[src/rtl/frame_link.sv]
module frame_link #(
  parameter int NCH   = 48,
  parameter int DW    = 12,
  parameter int CMD_W = 8,
  parameter int COR_W = 6
) (
  input  logic                   clk,
  input  logic                   rst_n,
  input  logic                   sdi,
  input  logic                   shift_en,
  input  logic                   load,
  input  logic [NCH-1:0]         open_flt,
  input  logic                   phase_in,
  output logic                   sdo,
  output logic [NCH*DW-1:0]      gray_flat,
  output logic [NCH*COR_W-1:0]   cor_flat,
  output logic                   direct_mode,
  output logic                   selftest_on,
  output logic                   sync_err
);
  localparam int FL    = CMD_W + NCH*DW;
  localparam int CNT_W = $clog2(FL);

  logic [FL-1:0]          sr, stat_nx;
  logic [CNT_W-1:0]       cnt;
  logic                   full;
  logic [NCH*COR_W-1:0]   cor_nx;

  wire [3:0] op      = sr[FL-1 -: 4];
  wire       good    = full && (cnt == '0);
  wire       do_gray = good && (op == 4'h0 || op == 4'h7);
  wire       do_cor  = good && (op == 4'h2);
  wire       do_st   = good && (op == 4'h5);
  wire       dir_nx  = do_gray ? (op == 4'h7) : direct_mode;
  wire       st_nx   = do_st ? 1'b1 : ((do_gray || do_cor) ? 1'b0 : selftest_on);

  assign sdo = sr[FL-1];

  always_comb begin
    stat_nx = '0;
    stat_nx[FL-1 -: CMD_W] = {st_nx, !good, phase_in, dir_nx, {(CMD_W-4){1'b0}}};
    for (int k = 0; k < NCH; k++) begin
      cor_nx[k*COR_W +: COR_W] = do_cor ? sr[k*DW +: COR_W] : cor_flat[k*COR_W +: COR_W];
      stat_nx[k*DW +: DW] = {open_flt[k], {(DW-COR_W-1){1'b0}}, cor_nx[k*COR_W +: COR_W]};
    end
  end

  always_ff @(posedge clk or negedge rst_n) begin
    if (!rst_n) begin
      sr          <= '0;
      cnt         <= '0;
      full        <= 1'b0;
      gray_flat   <= '0;
      cor_flat    <= '0;
      direct_mode <= 1'b0;
      selftest_on <= 1'b0;
      sync_err    <= 1'b0;
    end else if (load) begin
      sr          <= stat_nx;
      cnt         <= '0;
      full        <= 1'b0;
      cor_flat    <= cor_nx;
      direct_mode <= dir_nx;
      selftest_on <= st_nx;
      sync_err    <= !good;
      if (do_gray) gray_flat <= sr[NCH*DW-1:0];
    end else if (shift_en) begin
      sr <= {sr[FL-2:0], sdi};
      if (cnt == CNT_W'(FL-1)) begin
        cnt  <= '0;
        full <= 1'b1;
      end else begin
        cnt <= cnt + 1'b1;
      end
    end
  end
endmodule

[config.mk]
export PLATFORM = sky130hd
export DESIGN_NAME = frame_link
export DESIGN_NICKNAME = d
export VERILOG_FILES = /design/src/rtl/frame_link.sv
export SDC_FILE = /design/constraint.sdc
export NUM_CORES = 2
export LEC_CHECK = 0
export ABC_AREA = 1
export BUFFER_PORTS_ARGS = -buffer_cell sky130_fd_sc_hd__buf_2
export CELL_PAD_IN_SITES_DETAIL_PLACEMENT = 1
export CELL_PAD_IN_SITES_GLOBAL_PLACEMENT = 2
export CORE_ASPECT_RATIO = 1.1
export CORE_MARGIN = 5
export CORE_UTILIZATION = 32
export CTS_BUF_LIST = sky130_fd_sc_hd__clkbuf_4 sky130_fd_sc_hd__clkbuf_8
export CTS_CLUSTER_DIAMETER = 150
export DETAILED_ROUTE_END_ITERATION = 6
export MAX_ROUTING_LAYER = met4
export PLACE_DENSITY_LB_ADDON = 0.1
export SYNTH_ARGS = -nofsm -noshare
export SYNTH_HDL_FRONTEND = slang
export SYNTH_SLANG_ARGS = --single-unit
[constraint.sdc]
create_clock -name clk -period 2.1 [get_ports clk]
set_clock_uncertainty 0.1 [all_clocks]
set_input_delay 0.105 -clock clk [delete_from_list [all_inputs] [get_ports clk]]
set_output_delay 0.105 -clock clk [all_outputs]
set_load 0.01 [all_outputs]
==> impl_results.html <==
<table>
<tr><th>Metric</th><th>Value</th></tr>
<tr><th colspan="2">Finish</th></tr>
<tr><td>Layout Area Growth over Synthesis</td><td>31.7%</td></tr>
<tr><td>Area used by multi-input combinational logic</td><td>around 19000 um2</td></tr>
<tr><td>Commonest cells after routing, fill and taps aside</td><td>sky130_fd_sc_hd__nand2_1, sky130_fd_sc_hd__dfrtp_1, sky130_fd_sc_hd__buf_2, sky130_fd_sc_hd__inv_1, sky130_fd_sc_hd__o21ai_0</td></tr>
<tr><td>Share of cells above drive strength 1</td><td>0.216</td></tr>
<tr><td>Number of nets in the finished design</td><td>approximately 8200</td></tr>
<tr><td>Layout filler cell count</td><td>between 20000 and 25000</td></tr>
<tr><td>Most common library cell in the layout ignoring fill and taps</td><td>sky130_fd_sc_hd__nand2_1</td></tr>
<tr><td>Register area</td><td>36600 um2</td></tr>
<tr><td>Final non-filler cell area</td><td>about 79000 um2</td></tr>
<tr><th colspan="2">Detailed routing</th></tr>
<tr><td>ANT nets after route</td><td>0</td></tr>
<tr><td>Routed wire length per instance</td><td>24.3 um</td></tr>
<tr><td>Number of design rule violations left after detail routing</td><td>0</td></tr>
<tr><td>Number of vias per cell after detailed routing</td><td>approximately 5</td></tr>
<tr><td>Drt pass-1 iters</td><td>5</td></tr>
<tr><td>Total Routed Length</td><td>260 mm</td></tr>
<tr><td>Via count of the routed design</td><td>53700</td></tr>
<tr><td>DRC marker count from the first detailed-route iteration</td><td>roughly 3400</td></tr>
<tr><th colspan="2">Worst setup path</th></tr>
<tr><td>Startpoint of the most critical register-to-register path</td><td>cnt[4]</td></tr>
<tr><td>Reg-to-reg setup timing slack</td><td>-0.03 ns</td></tr>
<tr><td>Count of cells along the worst register-to-register path</td><td>10</td></tr>
<tr><td>Crit. Startpoint</td><td>cnt[4]</td></tr>
<tr><td>Startpoint type of the worst setup path</td><td>register</td></tr>
<tr><td>Nature of the critical path endpoint</td><td>register</td></tr>
<tr><td>Critical path required time</td><td>approximately 2.9 ns</td></tr>
<tr><td>Critical path peak fanout</td><td>11</td></tr>
<tr><td>Type of the worst setup path</td><td>register to register</td></tr>
<tr><td>Worst flop-to-flop path endpoint</td><td>gray_flat[203]</td></tr>
<tr><td>Critical Path AT</td><td>a little under 3 ns</td></tr>
<tr><th colspan="2">Die</th></tr>
<tr><td>Cell row count</td><td>166</td></tr>
<tr><td>Die height</td><td>464 um</td></tr>
<tr><td>Starting density of the core</td><td>0.322</td></tr>
<tr><td>Horizontal die dimension</td><td>423 um</td></tr>
<tr><td>Area of the core region</td><td>between 150000 and 200000 um2</td></tr>
<tr><td>I/O Pins</td><td>922</td></tr>
<tr><td>Die footprint</td><td>196000 um2</td></tr>
<tr><th colspan="2">Clock network</th></tr>
<tr><td>Clock Pin Slew Worst Setup and Hold Paths</td><td>about 0.070 ns</td></tr>
<tr><td>CTS tree</td><td>done</td></tr>
<tr><td>Number of buffers created by CTS</td><td>between 200 and 300</td></tr>
<tr><td>Clock network latency to the later pin of the worst-skew pair</td><td>~1 ns</td></tr>
<tr><td>Clock tree root buffer cell</td><td>sky130_fd_sc_hd__clkbuf_8</td></tr>
<tr><td>Clock sink total</td><td>1462</td></tr>
<tr><td>Number of levels the H-tree was split into</td><td>5</td></tr>
<tr><td>CTS max path bufs</td><td>4</td></tr>
<tr><th colspan="2">STA</th></tr>
<tr><td>Share of the clock period used by the worst path after layout</td><td>1.01</td></tr>
<tr><td>Clock period minus final worst setup slack</td><td>about 2.1 ns</td></tr>
<tr><td>Setup repair after global routing missed its margin</td><td>true</td></tr>
<tr><td>Slew Viols, Final</td><td>0</td></tr>
<tr><td>Number of endpoints failing setup at the final stage</td><td>36</td></tr>
<tr><td>Total negative slack</td><td>-0.403 ns</td></tr>
<tr><td>Remaining max-slew budget at the tightest pin</td><td>0.535</td></tr>
<tr><td>Max Freq</td><td>between 400 and 500 MHz</td></tr>
<tr><td>Total count of hold-check failures in the final report</td><td>0</td></tr>
<tr><td>Final setup slack of the worst path</td><td>-0.0295 ns</td></tr>
<tr><td>Slew of the pin with the lowest slew margin</td><td>slightly below 0.7 ns</td></tr>
<tr><th colspan="2">Global route</th></tr>
<tr><td>Number of global-route vias before repair</td><td>55700</td></tr>
<tr><td>Wire length of the first global-routing pass</td><td>around 370 mm</td></tr>
<tr><td>Antenna violations before repair</td><td>18</td></tr>
<tr><td>Maximum number of pins on one net before global-route repair</td><td>120</td></tr>
<tr><td>Total overflow reported by the global router</td><td>0</td></tr>
<tr><td>Total track usage</td><td>0.254</td></tr>
<tr><th colspan="2">Placement</th></tr>
<tr><td>Half-perimeter wire length after detailed placement</td><td>between 150 and 200 mm</td></tr>
<tr><td>Cell Area, Placed</td><td>roughly 69000 um2</td></tr>
<tr><td># port buffers</td><td>921</td></tr>
<tr><td>Placer's final routability congestion estimate</td><td>slightly above 0.8</td></tr>
<tr><th colspan="2">Synth</th></tr>
<tr><td>Sequential share of the synthesized area</td><td>0.610</td></tr>
<tr><td>Number of cells produced by synthesis</td><td>6829</td></tr>
<tr><td>Dominant cell type by area after synthesis</td><td>sky130_fd_sc_hd__dfrtp_1</td></tr>
<tr><td>Synthesized area per cell</td><td>just under 9 um2</td></tr>
<tr><td>Top-area cell type share of the netlist area</td><td>0.610</td></tr>
<tr><td>Count of synthesis-stage warnings from yosys</td><td>0</td></tr>
<tr><td>Top post-synthesis cells by area</td><td>sky130_fd_sc_hd__dfrtp_1, sky130_fd_sc_hd__nand2_1, sky130_fd_sc_hd__o21ai_0, sky130_fd_sc_hd__inv_1, sky130_fd_sc_hd__nand3_1</td></tr>
<tr><td>Post-Syn Nets</td><td>6885</td></tr>
<tr><td>Cell variety after synth</td><td>24</td></tr>
<tr><td>Yosys reg bits</td><td>roughly 1500</td></tr>
<tr><td>Mapped cell area</td><td>60000 um2</td></tr>
<tr><th colspan="2">Power</th></tr>
<tr><td>P per Cell Area</td><td>approximately 890 nW/um2</td></tr>
<tr><td>Post-layout power</td><td>70.3 mW</td></tr>
<tr><td>Switching portion of total power</td><td>0.290</td></tr>
<tr><td>Psw</td><td>about 20 mW</td></tr>
<tr><td>Sequential Power Share</td><td>0.457</td></tr>
<tr><td>Comb power frac</td><td>0.127</td></tr>
<tr><td>Cell leakage power</td><td>41.0 nW</td></tr>
<tr><td>Clock network power share</td><td>0.417</td></tr>
<tr><td>Internal portion of total power</td><td>about 50 mW</td></tr>
<tr><td>Worst supply voltage drop on vdd</td><td>between 0.6 and 0.7 mV</td></tr>
<tr><th colspan="2">Run</th></tr>
<tr><td>Max_cap viols</td><td>0</td></tr>
<tr><th colspan="2">Worst hold path</th></tr>
<tr><td>Min-Delay Path Depth</td><td>10</td></tr>
<tr><td>Worst Hold End</td><td>sr[531]</td></tr>
<tr><td>Min-Delay Startpoint</td><td>load</td></tr>
<tr><td>Class of the tightest hold or removal check</td><td>primary input to register</td></tr>
<tr><th colspan="2">Run status</th></tr>
<tr><td>Outcome</td><td>finished, violations left</td></tr>
<tr><td>Violations in the final reports</td><td>negative setup slack</td></tr>
</table>
what timing repair did:
item	in CTS	in global routing
gates cloned	1	61
hold endpoints to repair	2901	0
setup buffers	1	10
hold buffers	211	0
setup endpoints to repair	246	984
resized for setup	7	134
pin swaps	1	6
cells in the mapped netlist:
cell / number
sky130_fd_sc_hd__o21ai_0: 683
sky130_fd_sc_hd__nand2_1: 1949
sky130_fd_sc_hd__nor2_2: 1
sky130_fd_sc_hd__buf_4: 2
sky130_fd_sc_hd__a21oi_1: 89
sky130_fd_sc_hd__o21ai_1: 280
sky130_fd_sc_hd__o2bb2ai_1: 1
sky130_fd_sc_hd__o22ai_1: 244
sky130_fd_sc_hd__clkbuf_1: 395
sky130_fd_sc_hd__nand4_1: 205
sky130_fd_sc_hd__ha_1: 2
sky130_fd_sc_hd__buf_1: 41
sky130_fd_sc_hd__a22oi_1: 7
sky130_fd_sc_hd__inv_2: 1
sky130_fd_sc_hd__xor2_1: 4
sky130_fd_sc_hd__dfrtp_1: 1462
sky130_fd_sc_hd__inv_1: 884
sky130_fd_sc_hd__nor2_1: 106
sky130_fd_sc_hd__or2_2: 1
sky130_fd_sc_hd__buf_2: 36
sky130_fd_sc_hd__nand3_1: 389
sky130_fd_sc_hd__nor3_1: 3
sky130_fd_sc_hd__nor3_4: 1
sky130_fd_sc_hd__o221ai_1: 43
sequential cells by signal, indices dropped and copies added (netlist names):
name	flops
gray_flat	576
direct_mode	1
cnt	10
full	1
sr	584
sync_err	1
cor_flat	288
selftest_on	1
metal layers:
metal  global-route usage  vias up  wire (um)
met1                0.321    27400     112000
met3               0.0522      392      13800
met2                0.403     1352     124000
met4               0.0963        0      10800
met5                    -        -          0
li1                     -    24600          -
cell type report:
cell class,count,share of cell area
well taps,2436,0.0386
clock buffers,439,0.0692
repair buffers,1460,0.150
diodes,2,0.0000633
clock inverters,18,0.00231
multi-input cells,4008,0.235
inverters,885,0.0423
flip-flops and latches,1462,0.463
through the flow:
stage | hold slack [ns] | instances | setup slack, ns | util
2_1_floorplan | -0.291 | 6829 | -0.0491 | -
3_3_place_gp | -0.0684 | 9967 | -0.0261 | 0.372
3_5_place_dp | -0.0744 | 9967 | -0.0697 | 0.372
4_1_cts | 0.00995 | 10600 | -0.0861 | 0.415
5_1_grt | 0.0756 | 10700 | -0.0923 | 0.424
6_report | 0.122 | 10700 | -0.0295 | 0.424
power groups by stage:
| stage | Sequential [mW] | Combinational [mW] | Clock [mW] |
|---|---|---|---|
| finish | 32.1 | 8.92 | 29.3 |
| global route | 32.3 | 10.0 | 31.6 |
| CTS | 32.1 | 9.04 | 30.3 |
| detailed placement | 32.6 | 8.59 | 0 |
| global placement | 32.5 | 8.43 | 0 |
| floorplan | 32.2 | 3.81 | 0 |
worst max path at each step:
stage          depth (start not counted)  slack (ns)             end
2_1_floorplan                         15       -0.05         sr[552]
3_3_place_gp                           8       -0.03  gray_flat[546]
3_5_place_dp                           9       -0.07  gray_flat[285]
4_1_cts                                9       -0.09  gray_flat[285]
5_1_grt                               13       -0.09         sr[457]
6_report                              10       -0.03  gray_flat[203]
cell families (layout without fill, tap and decap cells):
group                    count (synthesis)  in the layout  share of synthesized area
AND/OR/NAND/NOR                       2655           2655                      0.183
XOR/XNOR                                 4              4                   0.000584
flip-flops                            1462           1462                      0.610
adder cells (fa/ha/maj)                  2              2                   0.000417
buffers and inverters                 1359           2802                     0.0859
other                                    0              2                          0
AO/OA/AOI/OAI                         1347           1347                      0.120
critical path, stage by stage (launching register included):
cell and delay (ns):
sky130_fd_sc_hd__dfrtp_1 0.41, sky130_fd_sc_hd__nor2_4 0.12, sky130_fd_sc_hd__nand2_2 0.10, sky130_fd_sc_hd__nor3_4 0.25
sky130_fd_sc_hd__buf_12 0.14, sky130_fd_sc_hd__nand3_4 0.12, sky130_fd_sc_hd__buf_12 0.19, sky130_fd_sc_hd__clkbuf_16 0.22
sky130_fd_sc_hd__clkbuf_16 0.20, sky130_fd_sc_hd__nand2_1 0.05, sky130_fd_sc_hd__o21ai_0 0.08
No activity file was read; power rests on OpenSTA's default activity.
